===== src/rtl/fp_pred_cmp.sv =====
module fp_pred_cmp #(
  parameter int EXP_W = 8,
  parameter int MAN_W = 23
) (
  input  logic [EXP_W+MAN_W:0] op_a,
  input  logic [EXP_W+MAN_W:0] op_b,
  input  logic [2:0]           pred_sel,
  output logic                 result,
  output logic                 invalid
);
  localparam int W = 1 + EXP_W + MAN_W;
  localparam logic [2:0] P_UN  = 3'd0;
  localparam logic [2:0] P_OEQ = 3'd1;
  localparam logic [2:0] P_UEQ = 3'd2;
  localparam logic [2:0] P_OLT = 3'd3;
  localparam logic [2:0] P_ULT = 3'd4;
  localparam logic [2:0] P_OLE = 3'd5;
  localparam logic [2:0] P_ULE = 3'd6;

  logic a_nan, b_nan, a_snan, b_snan, unord, any_snan;
  logic both_zero, lt, eq, gt;

  assign a_nan  = (&op_a[W-2:MAN_W]) & (|op_a[MAN_W-1:0]);
  assign b_nan  = (&op_b[W-2:MAN_W]) & (|op_b[MAN_W-1:0]);
  assign a_snan = a_nan & ~op_a[MAN_W-1];
  assign b_snan = b_nan & ~op_b[MAN_W-1];
  assign unord    = a_nan | b_nan;
  assign any_snan = a_snan | b_snan;
  assign both_zero = ~|{op_a[W-2:0], op_b[W-2:0]};

  logic lt_raw;
  always_comb begin
    if (both_zero)                 lt_raw = 1'b0;
    else if (op_a[W-1] != op_b[W-1]) lt_raw = op_a[W-1];
    else if (!op_a[W-1])           lt_raw = op_a[W-2:0] < op_b[W-2:0];
    else                           lt_raw = op_a[W-2:0] > op_b[W-2:0];
  end

  assign eq = ~unord & (both_zero | (op_a == op_b));
  assign lt = ~unord & lt_raw;
  assign gt = ~unord & ~lt_raw & ~eq;

  always_comb begin
    result  = 1'b0;
    invalid = any_snan;
    unique case (pred_sel)
      P_UN:    result = unord;
      P_OEQ:   result = eq;
      P_UEQ:   result = eq | unord;
      P_OLT:   begin result = lt;        invalid = unord; end
      P_ULT:   result = lt | unord;
      P_OLE:   begin result = lt | eq;   invalid = unord; end
      P_ULE:   result = ~gt;
      default: invalid = 1'b0;
    endcase
  end
endmodule


===== config.mk =====
export PLATFORM = sky130hd
export DESIGN_NAME = fp_pred_cmp
export DESIGN_NICKNAME = d
export VERILOG_FILES = /design/src/rtl/fp_pred_cmp.sv
export SDC_FILE = /design/constraint.sdc
export NUM_CORES = 1
export LEC_CHECK = 0
export BUFFER_PORTS_ARGS = -buffer_cell sky130_fd_sc_hd__buf_2
export CORE_MARGIN = 2
export CORE_UTILIZATION = 46
export DETAILED_ROUTE_END_ITERATION = 8
export PLACE_DENSITY = 0.89
export SLEW_MARGIN = 20
export SYNTH_ARGS = -nofsm -noshare
export SYNTH_HDL_FRONTEND = slang
export SYNTH_SLANG_ARGS = --single-unit

===== constraint.sdc =====
create_clock -name vclk -period 2.5
set_clock_uncertainty 0.05 [all_clocks]
set_input_delay 0.25 -clock vclk [all_inputs]
set_output_delay 0.25 -clock vclk [all_outputs]
set_load 0.05 [all_outputs]

==> results of run 1 <==
[layout make-up]
| type | instances | area (sq um) |
|---|---|---|
| well taps | 28 | 35.0 |
| inverters | 34 | 130 |
| repair buffers | 107 | 657 |
| multi-input cells | 133 | 1060 |
| fillers | 149 | 369 |
[how the worst min path moves through the flow]
stage / to / slack [ps] / cells past startpoint
floorplan: result / 740 / 2
global placement: invalid / 830 / 3
detailed placement: invalid / 840 / 3
CTS: invalid / 840 / 3
global route: invalid / 870 / 3
finish: invalid / 840 / 3
[cell families (layout without fill, tap and decap cells)]
group / Yosys count / count (layout) / synth area share (%)
buffers and inverters: 34 / 141 / 11.5
AOI/OAI and AO/OA: 35 / 35 / 19.5
adders and majority gates: 31 / 31 / 34.9
and+or+nand+nor: 67 / 67 / 34.0
[timing repair]
item                                    4_1_cts  5_1_grt
buffers inserted                              0        1
resized for setup                            13        8
pin swaps                                     3        3
gates cloned                                  0        0
endpoints found under the setup margin        1        1
[stage by stage]
stage	total power, mW	area, sq um	util (%)
after detailed placement	0.256	1770	78.6
after global routing	0.322	1890	83.6
after global placement	0.246	1770	78.6
after floorplan	0.113	1110	-
final	0.291	1890	83.6
after CTS	0.274	1840	81.6
[placed cells by master, fill, tap and decap left out, types with 7 or more instances in the layout]
cell type | synthesis | routed
a21oi_1 | 15 | 14
nand2_1 | 9 | 9
buf_4 | 0 | 38
ha_1 | 31 | 27
inv_1 | 34 | 32
nand3_1 | 7 | 7
nand4_1 | 15 | 15
buf_2 | 0 | 66
nor4_1 | 16 | 15
[per-layer routing]
metal  wire length [um]  GRT usage [%]
met1               1680           31.3
met2               2100           58.5
met3                247           3.95
met4                140           13.2
met5                  0              0
[power by group through the flow]
| stage | Clock [mW] | Combinational (mW) | Sequential [mW] |
|---|---|---|---|
| 6_report | 0 | 0.291 | 0 |
| 5_1_grt | 0 | 0.322 | 0 |
| 4_1_cts | 0 | 0.274 | 0 |
| 3_5_place_dp | 0 | 0.256 | 0 |
| 3_3_place_gp | 0 | 0.246 | 0 |
| 2_1_floorplan | 0 | 0.113 | 0 |
[worst max-delay path: cells and delay by family]
kind | cells | cell delay, ps
AO/OA/AOI/OAI | 5 | 1120
adder cells (fa/ha/maj) | 1 | 200
buffers and inverters | 3 | 310
AND/OR/NAND/NOR | 2 | 590
==> flow_metrics.py, run 1 <==
metrics = {
    "status": {
        "status": "finished, violations left",
        "violations": "negative setup slack",
    },
    "grt": {
        "grt_max_degree": 6,
        "grt_pass1_vias": 1665,
        "grt_usage_pct": 30.0,
        "antenna_found_initial": 0,
        "grt_overflow_total": 0,
        "grt_pass1_wl_um": 6470,
    },
    "synthesis": {
        "yosys_warnings": 0,
        "synthesis.nets": 265,
        "synth_cell_type_count": 24,
        "syn_avg_cell_area_sq_um": 6.65,
        "synth_area_leader_cell": "ha_1",
        "ys_seq_area_share_pct": 0,
        "synth.top_cells.by_area": "ha_1 (35%), inv_1 (11%), nor4_1 (9.0%)",
        "ys_top_cells_by_count": "inv_1 (34), ha_1 (31), nor4_1 (16)",
        "yosysMostFrequentCell": "inv_1",
        "postSynthCellCount": 167,
        "synth_top_area_share_pct": 34.9,
        "syn-cell-area_sq_mm": 0.00111,
    },
    "sta": {
        "timing.final.ws_setup_ps": -271,
        "hold_violations": 0,
        "setup_viol": 1,
        "max_freq_mhz": 361,
        "period_minus_slack_ps": 2770,
        "fin_crit_sh_pct": 111,
        "drv_slew": 0,
        "tightest_slew_ps": 416,
        "rsz0062_at_grt": "true",
        "fin_tns_setup_ps": -271,
        "relSlewSlack_pct": 72.0,
        "holdWs_ps": 842,
    },
    "setup_path": {
        "cp_max_fo": 4,
        "crit_top_cell": "a21oi_1",
        "slowest_delay_ps": 420,
        "worstSetupEndpointType": "output pin",
        "cp_data_required_time_ps": 2200,
        "crit_start": "op_b[2]",
        "crit_end": "result",
        "cp.arrival_ps": 2470,
        "slowest_stage": "or4_1",
        "critical_path.cell_chain": "buf_2 > inv_2 > ha_4 > a21oi_1 > a21oi_1 > o31a_1 > o41a_1 > or4_1 > a32oi_1 > or3_4 > buf_8",
        "worstSetupStartpointType": "input port",
        "setup.worst_path.class": "in2out",
    },
    "floorplanning": {
        "die_w_um": 53.1,
        "start_util_pct": 49.2,
        "io_pins": 69,
        "dieArea_sq_mm": 0.00282,
        "core_sq_mm": 0.00225,
        "die_y_um": 53.1,
        "num_rows": 17,
    },
    "detailed_routing": {
        "firstDrtPassIters": 4,
        "drc": 0,
        "drt_iter0_drc": 44,
        "via_per_inst": 5.73,
        "drt-total-wl_um": 4170,
        "postRouteAntennaNets": 0,
        "num_vias": 1730,
        "routedWlPerCell_um": 13.8,
    },
    "hold_path": {
        "min_from": "pred_sel[1]",
        "hold_class": "in2out",
    },
    "finish": {
        "final-seq-area_sq_um": 0,
        "drive_above_1_share_pct": 44.2,
        "stdcell_count": 302,
        "nets": 374,
        "antenna_cells": 0,
        "clkbuf_count": 0,
        "area.growth.synth_to_final_pct": 69.9,
        "seq_cells": 0,
    },
    "power_and_ir_drop": {
        "p_leak_nw": 1.02,
        "p_sw_share_pct": 48.1,
        "ir_drop_uv": 141,
        "intPower_uw": 151,
        "p_per_area_mw_per_mm2": 154,
        "pwr-share-seq_pct": 0,
        "comb_power_share_pct": 100.0,
        "p_clk_share_pct": 0,
        "switchingPower_uw": 140,
    },
    "placed_design": {
        "port_buffers": 69,
        "gpl.final_weighted_congestion": 0.845,
        "placedCellCount": 301,
        "dpl_worst_slack_ps": -364,
        "detailed_place_hpwl_um": 3560,
    },
    "clock_network": {
        "cts_hold_buf": 0,
    },
    "flow_run": {
        "cap_violations": 0,
    },
}
Note: power is estimated with default switching activity, not from simulation.
==> inputs of run 2 (changes only) <==
--- a/config.mk
+++ b/config.mk
@@ -6,10 +6,12 @@
 export NUM_CORES = 1
 export LEC_CHECK = 0
 export BUFFER_PORTS_ARGS = -buffer_cell sky130_fd_sc_hd__buf_2
+export CELL_PAD_IN_SITES_DETAIL_PLACEMENT = 1
+export CELL_PAD_IN_SITES_GLOBAL_PLACEMENT = 2
 export CORE_MARGIN = 2
-export CORE_UTILIZATION = 46
+export CORE_UTILIZATION = 22
 export DETAILED_ROUTE_END_ITERATION = 8
-export PLACE_DENSITY = 0.89
+export PLACE_DENSITY = 0.88
 export SLEW_MARGIN = 20
 export SYNTH_ARGS = -nofsm -noshare
 export SYNTH_HDL_FRONTEND = slang
==> run 2 against run 1 <==
Against the previous run: the flow still finishes with violations (negative setup slack); hold slack lost 5.9 ps; sequential share of layout area is the same; final cell count grew 11%; utilization fell by 45 points; clock-buffer cell count did not move; global-route usage decreased by 14 points; worst setup slack improved by 57 ps; routed wire length rose by 7.9%; combinational power decreased by 6%; maximum frequency grew 2.1%; largest cell class unchanged; largest power group unchanged.
==> flow_metrics.py, run 2 (synthesis results as in run 1) <==
metrics = {
    "detailed_routing": {
        "drc": 0,
        "drt_iter0_drc": 20,
        "firstDrtPassIters": 4,
        "num_vias": 1620,
        "routedWlPerCell_um": 13.4,
        "drt-total-wl_um": 4500,
        "via_per_inst": 4.82,
        "postRouteAntennaNets": 0,
    },
    "floorplanning": {
        "num_rows": 25,
        "dieArea_sq_mm": 0.00563,
        "die_y_um": 75.0,
        "start_util_pct": 23.2,
        "die_w_um": 75.0,
        "io_pins": 69,
        "core_sq_mm": 0.00479,
    },
    "power_and_ir_drop": {
        "p_per_area_mw_per_mm2": 148,
        "p_clk_share_pct": 0,
        "p_leak_nw": 0.985,
        "p_sw_share_pct": 48.6,
        "comb_power_share_pct": 100.0,
        "power_uw": 273,
        "pwr-share-seq_pct": 0,
        "ir_drop_uv": 51.1,
        "switchingPower_uw": 133,
        "intPower_uw": 140,
    },
    "setup_path": {
        "setup.worst_path.class": "in2out",
        "worstSetupStartpointType": "input port",
        "worstSetupEndpointType": "output pin",
        "cp_max_fo": 4,
        "cp.arrival_ps": 2410,
        "cp_data_required_time_ps": 2200,
    },
    "grt": {
        "met2_usage_pct": 31.9,
        "grt_overflow_total": 0,
        "use_met3_pct": 0.803,
        "grt_pass1_vias": 1743,
        "busiest_layer": "met2",
        "grt_max_degree": 6,
        "antenna_found_initial": 0,
        "globalRouteMet1Util_pct": 19.4,
        "grt_pass1_wl_um": 7180,
        "grt_usage_pct": 16.1,
    },
    "placed_design": {
        "detailed_place_hpwl_um": 4230,
        "port_buffers": 69,
        "dpl_worst_slack_ps": -384,
        "gpl.final_weighted_congestion": 0.875,
    },
    "finish": {
        "drive_above_1_share_pct": 40.9,
        "antenna_cells": 0,
        "final_cell_mix": "buf_2 (68), inv_1 (34), buf_4 (33)",
        "seq_cells": 0,
        "clkbuf_count": 0,
        "final-seq-area_sq_um": 0,
        "nets": 369,
        "area.growth.synth_to_final_pct": 66.6,
        "final_common_cell": "buf_2",
    },
    "sta": {
        "setup_viol": 1,
        "tightest_slew_ps": 389,
        "timing.final.ws_setup_ps": -213,
        "drv_slew": 0,
        "rsz0062_at_grt": "true",
        "fin_crit_sh_pct": 109,
        "period_minus_slack_ps": 2710,
        "hold_violations": 0,
        "max_freq_mhz": 369,
        "relSlewSlack_pct": 73.9,
    },
    "clock_network": {
        "cts_hold_buf": 0,
    },
    "status": {
        "violations": "negative setup slack",
        "status": "finished, violations left",
    },
    "flow_run": {
        "cap_violations": 0,
    },
    "hold_path": {
        "hold_class": "in2out",
    },
}
run 2: changes by cell type in the layout (fill, tap and decap cells not counted), sizes merged:
cell and delta:
buf -5
run 2: repair_timing:
action | in CTS | in global routing
setup buffers | 0 | 0
setup endpoints to repair | 1 | 1
pin swaps | 0 | 1
resized for setup | 6 | 2
cloned | 0 | 0
run 2: worst max-delay path: stages:
cell and delay [ps]:
buf_2 100, inv_1 80, ha_4 210, a211oi_2 180, nor2_1 70, o31a_1 240, o41a_1 350, or4_1 430
a32oi_1 200, or3_4 160, buf_8 130
run 2: worst paths after layout:
kind / startpoint / endpoint / slack [ps] / depth (start not counted)
setup / recovery: op_b[4] / result / -210 / 11
hold / removal: pred_sel[1] / invalid / 840 / 3
run 2: area by class of cell:
type / count / area (sq um)
fillers: 640 / 2940
repair buffers: 102 / 603
well taps: 67 / 83.8
inverters: 34 / 128
multi-input cells: 133 / 1030
run 2: per-stage QoR:
step                      cells  TNS (ps)  utilization, %  hold WS [ps]  area, sq um
after CTS                   336      -234            38.3           835         1830
after floorplan             167         0               -           737         1110
after global placement      336      -288            37.4           834         1790
final                       336      -213            38.6           836         1850
after global routing        336      -306            38.6           858         1850
after detailed placement    336      -384            37.4           834         1790
run 2: layer usage:
metal  vias up  wire length [um]
li1        838                 -
met1       729              1990
met2        47              2250
met3         6               196
met4         0                59
met5         -                 0
run 2: power groups by stage:
stage                     combinational [mW]  sequential, mW  clock [mW]
after floorplan                        0.113               0           0
after global placement                 0.250               0           0
after detailed placement               0.260               0           0
after global routing                   0.308               0           0
final                                  0.273               0           0
after CTS                              0.273               0           0
==> inputs of run 3 (changes only) <==
--- a/config.mk
+++ b/config.mk
@@ -11,6 +11,7 @@
 export CORE_MARGIN = 2
 export CORE_UTILIZATION = 22
 export DETAILED_ROUTE_END_ITERATION = 8
+export GPL_TIMING_DRIVEN = 0
 export PLACE_DENSITY = 0.88
 export SLEW_MARGIN = 20
 export SYNTH_ARGS = -nofsm -noshare
==> run 3 against run 2 <==
Against the previous run: the run still ends with negative setup slack left; final area is 12% lower; via count is 6.7% lower; sequential cell count stayed put; first-iteration DRC count is 10% higher; utilization is 4.6 points lower; global-route usage is 1.2 points lower; critical path depth is 1 lower; routed wire length is 7.9% lower; clock-buffer cell count stayed put; total power is 11% lower; die area stayed put; maximum frequency is 0.28% lower; critical path type unchanged.
==> flow_metrics.py, run 3 (synthesis results as in run 1) <==
metrics = {
    "sta": {
        "period_minus_slack_ps": 2720,
        "fin_tns_setup_ps": -221,
        "drv_slew": 0,
        "timing.final.ws_setup_ps": -221,
        "max_freq_mhz": 368,
        "tightest_slew_ps": 406,
        "fin_crit_sh_pct": 109,
        "rsz0062_at_grt": "true",
        "setup_viol": 1,
        "holdWs_ps": 834,
        "relSlewSlack_pct": 72.7,
        "hold_violations": 0,
    },
    "detailed_routing": {
        "num_vias": 1512,
        "drt_iter0_drc": 22,
        "drt-total-wl_um": 4140,
        "drc": 0,
        "routedWlPerCell_um": 13.6,
        "firstDrtPassIters": 4,
        "postRouteAntennaNets": 0,
        "via_per_inst": 4.97,
    },
    "setup_path": {
        "slowest_stage": "or4_1",
        "cp.arrival_ps": 2420,
        "cp_top_family": "compound AO/OA/AOI/OAI gates",
        "cp_data_required_time_ps": 2200,
        "slowest_delay_ps": 420,
        "worstSetupStartpointType": "input port",
        "cp_max_fo": 4,
        "crit_buf_inv": 2,
        "setup.worst_path.class": "in2out",
        "worstSetupEndpointType": "output pin",
        "critical_path.cell_chain": "buf_2 > ha_1 > nand4_1 > a21oi_1 > o31a_1 > o41a_1 > or4_1 > a32oi_1 > or3_4 > buf_8",
    },
    "grt": {
        "grt_overflow_total": 0,
        "grt_pass1_vias": 1578,
        "antenna_found_initial": 0,
        "grt_usage_pct": 14.9,
        "grt_pass1_wl_um": 6760,
        "grt_max_degree": 6,
    },
    "floorplanning": {
        "die_y_um": 75.0,
        "start_util_pct": 23.2,
        "dieArea_sq_mm": 0.00563,
        "core_sq_mm": 0.00479,
        "io_pins": 69,
        "die_w_um": 75.0,
        "num_rows": 25,
    },
    "power_and_ir_drop": {
        "p_clk_share_pct": 0,
        "pwr-share-seq_pct": 0,
        "p_sw_share_pct": 52.4,
        "comb_power_share_pct": 100.0,
        "ir_drop_uv": 41.3,
        "intPower_uw": 115,
        "p_leak_nw": 0.831,
        "p_per_area_mw_per_mm2": 148,
        "switchingPower_uw": 127,
    },
    "finish": {
        "final_common_cell": "buf_2",
        "area.growth.synth_to_final_pct": 46.9,
        "final-seq-area_sq_um": 0,
        "clkbuf_count": 0,
        "seq_cells": 0,
        "final_cell_mix": "buf_2 (68), inv_1 (33), ha_1 (27)",
        "antenna_cells": 0,
        "drive_above_1_share_pct": 34.6,
        "nets": 337,
        "fin_util_pct": 34.1,
    },
    "hold_path": {
        "hold_class": "in2out",
        "min_from": "pred_sel[1]",
        "min_path_cells": 3,
        "min_to": "invalid",
    },
    "placed_design": {
        "gpl.final_weighted_congestion": 0.823,
        "port_buffers": 69,
        "detailed_place_hpwl_um": 3760,
        "dpl_worst_slack_ps": -376,
    },
    "status": {
        "violations": "negative setup slack",
        "status": "finished, violations left",
    },
    "flow_run": {
        "cap_violations": 0,
    },
    "clock_network": {
        "cts_hold_buf": 0,
    },
}
==> run 3: timing repair <==
action / 4_1_cts / 5_1_grt
pin swaps: 0 / 4
setup endpoints to repair: 1 / 1
buffers inserted: 0 / 1
resized for setup: 7 / 7
==> run 3: worst max-delay path by stage <==
stage	slack, ps	start	to	cells after the start
final	-220	op_a[5]	result	10
after global routing	-350	op_b[30]	result	11
after CTS	-220	op_b[22]	result	11
after detailed placement	-380	op_b[22]	result	11
after global placement	-360	op_b[2]	result	11
after floorplan	60	op_b[2]	result	9
==> run 3: area by class of cell <==
class | instances | area (sq um)
timing repair buffer | 70 | 363
tap | 67 | 83.8
multi-input combinational | 133 | 1060
inverter | 34 | 128
fill | 628 | 3160
==> run 3: through the flow <==
step	cells	area [sq um]	power [mW]
2_1_floorplan	167	1110	0.113
3_3_place_gp	303	1540	0.215
3_5_place_dp	303	1540	0.220
4_1_cts	303	1590	0.233
5_1_grt	304	1630	0.278
6_report	304	1630	0.242
==> run 3: power by group through the flow <==
stage                     clock network (mW)  registers, mW  logic, mW
after detailed placement                   0              0      0.220
after global routing                       0              0      0.278
final                                      0              0      0.242
after floorplan                            0              0      0.113
after CTS                                  0              0      0.233
after global placement                     0              0      0.215
==> run 3: metal layers <==
layer,share of wire [%],track usage (%)
met5,0,0
met4,0.56,1.19
met3,5.5,1.07
met2,47,28.8
met1,46,18.5
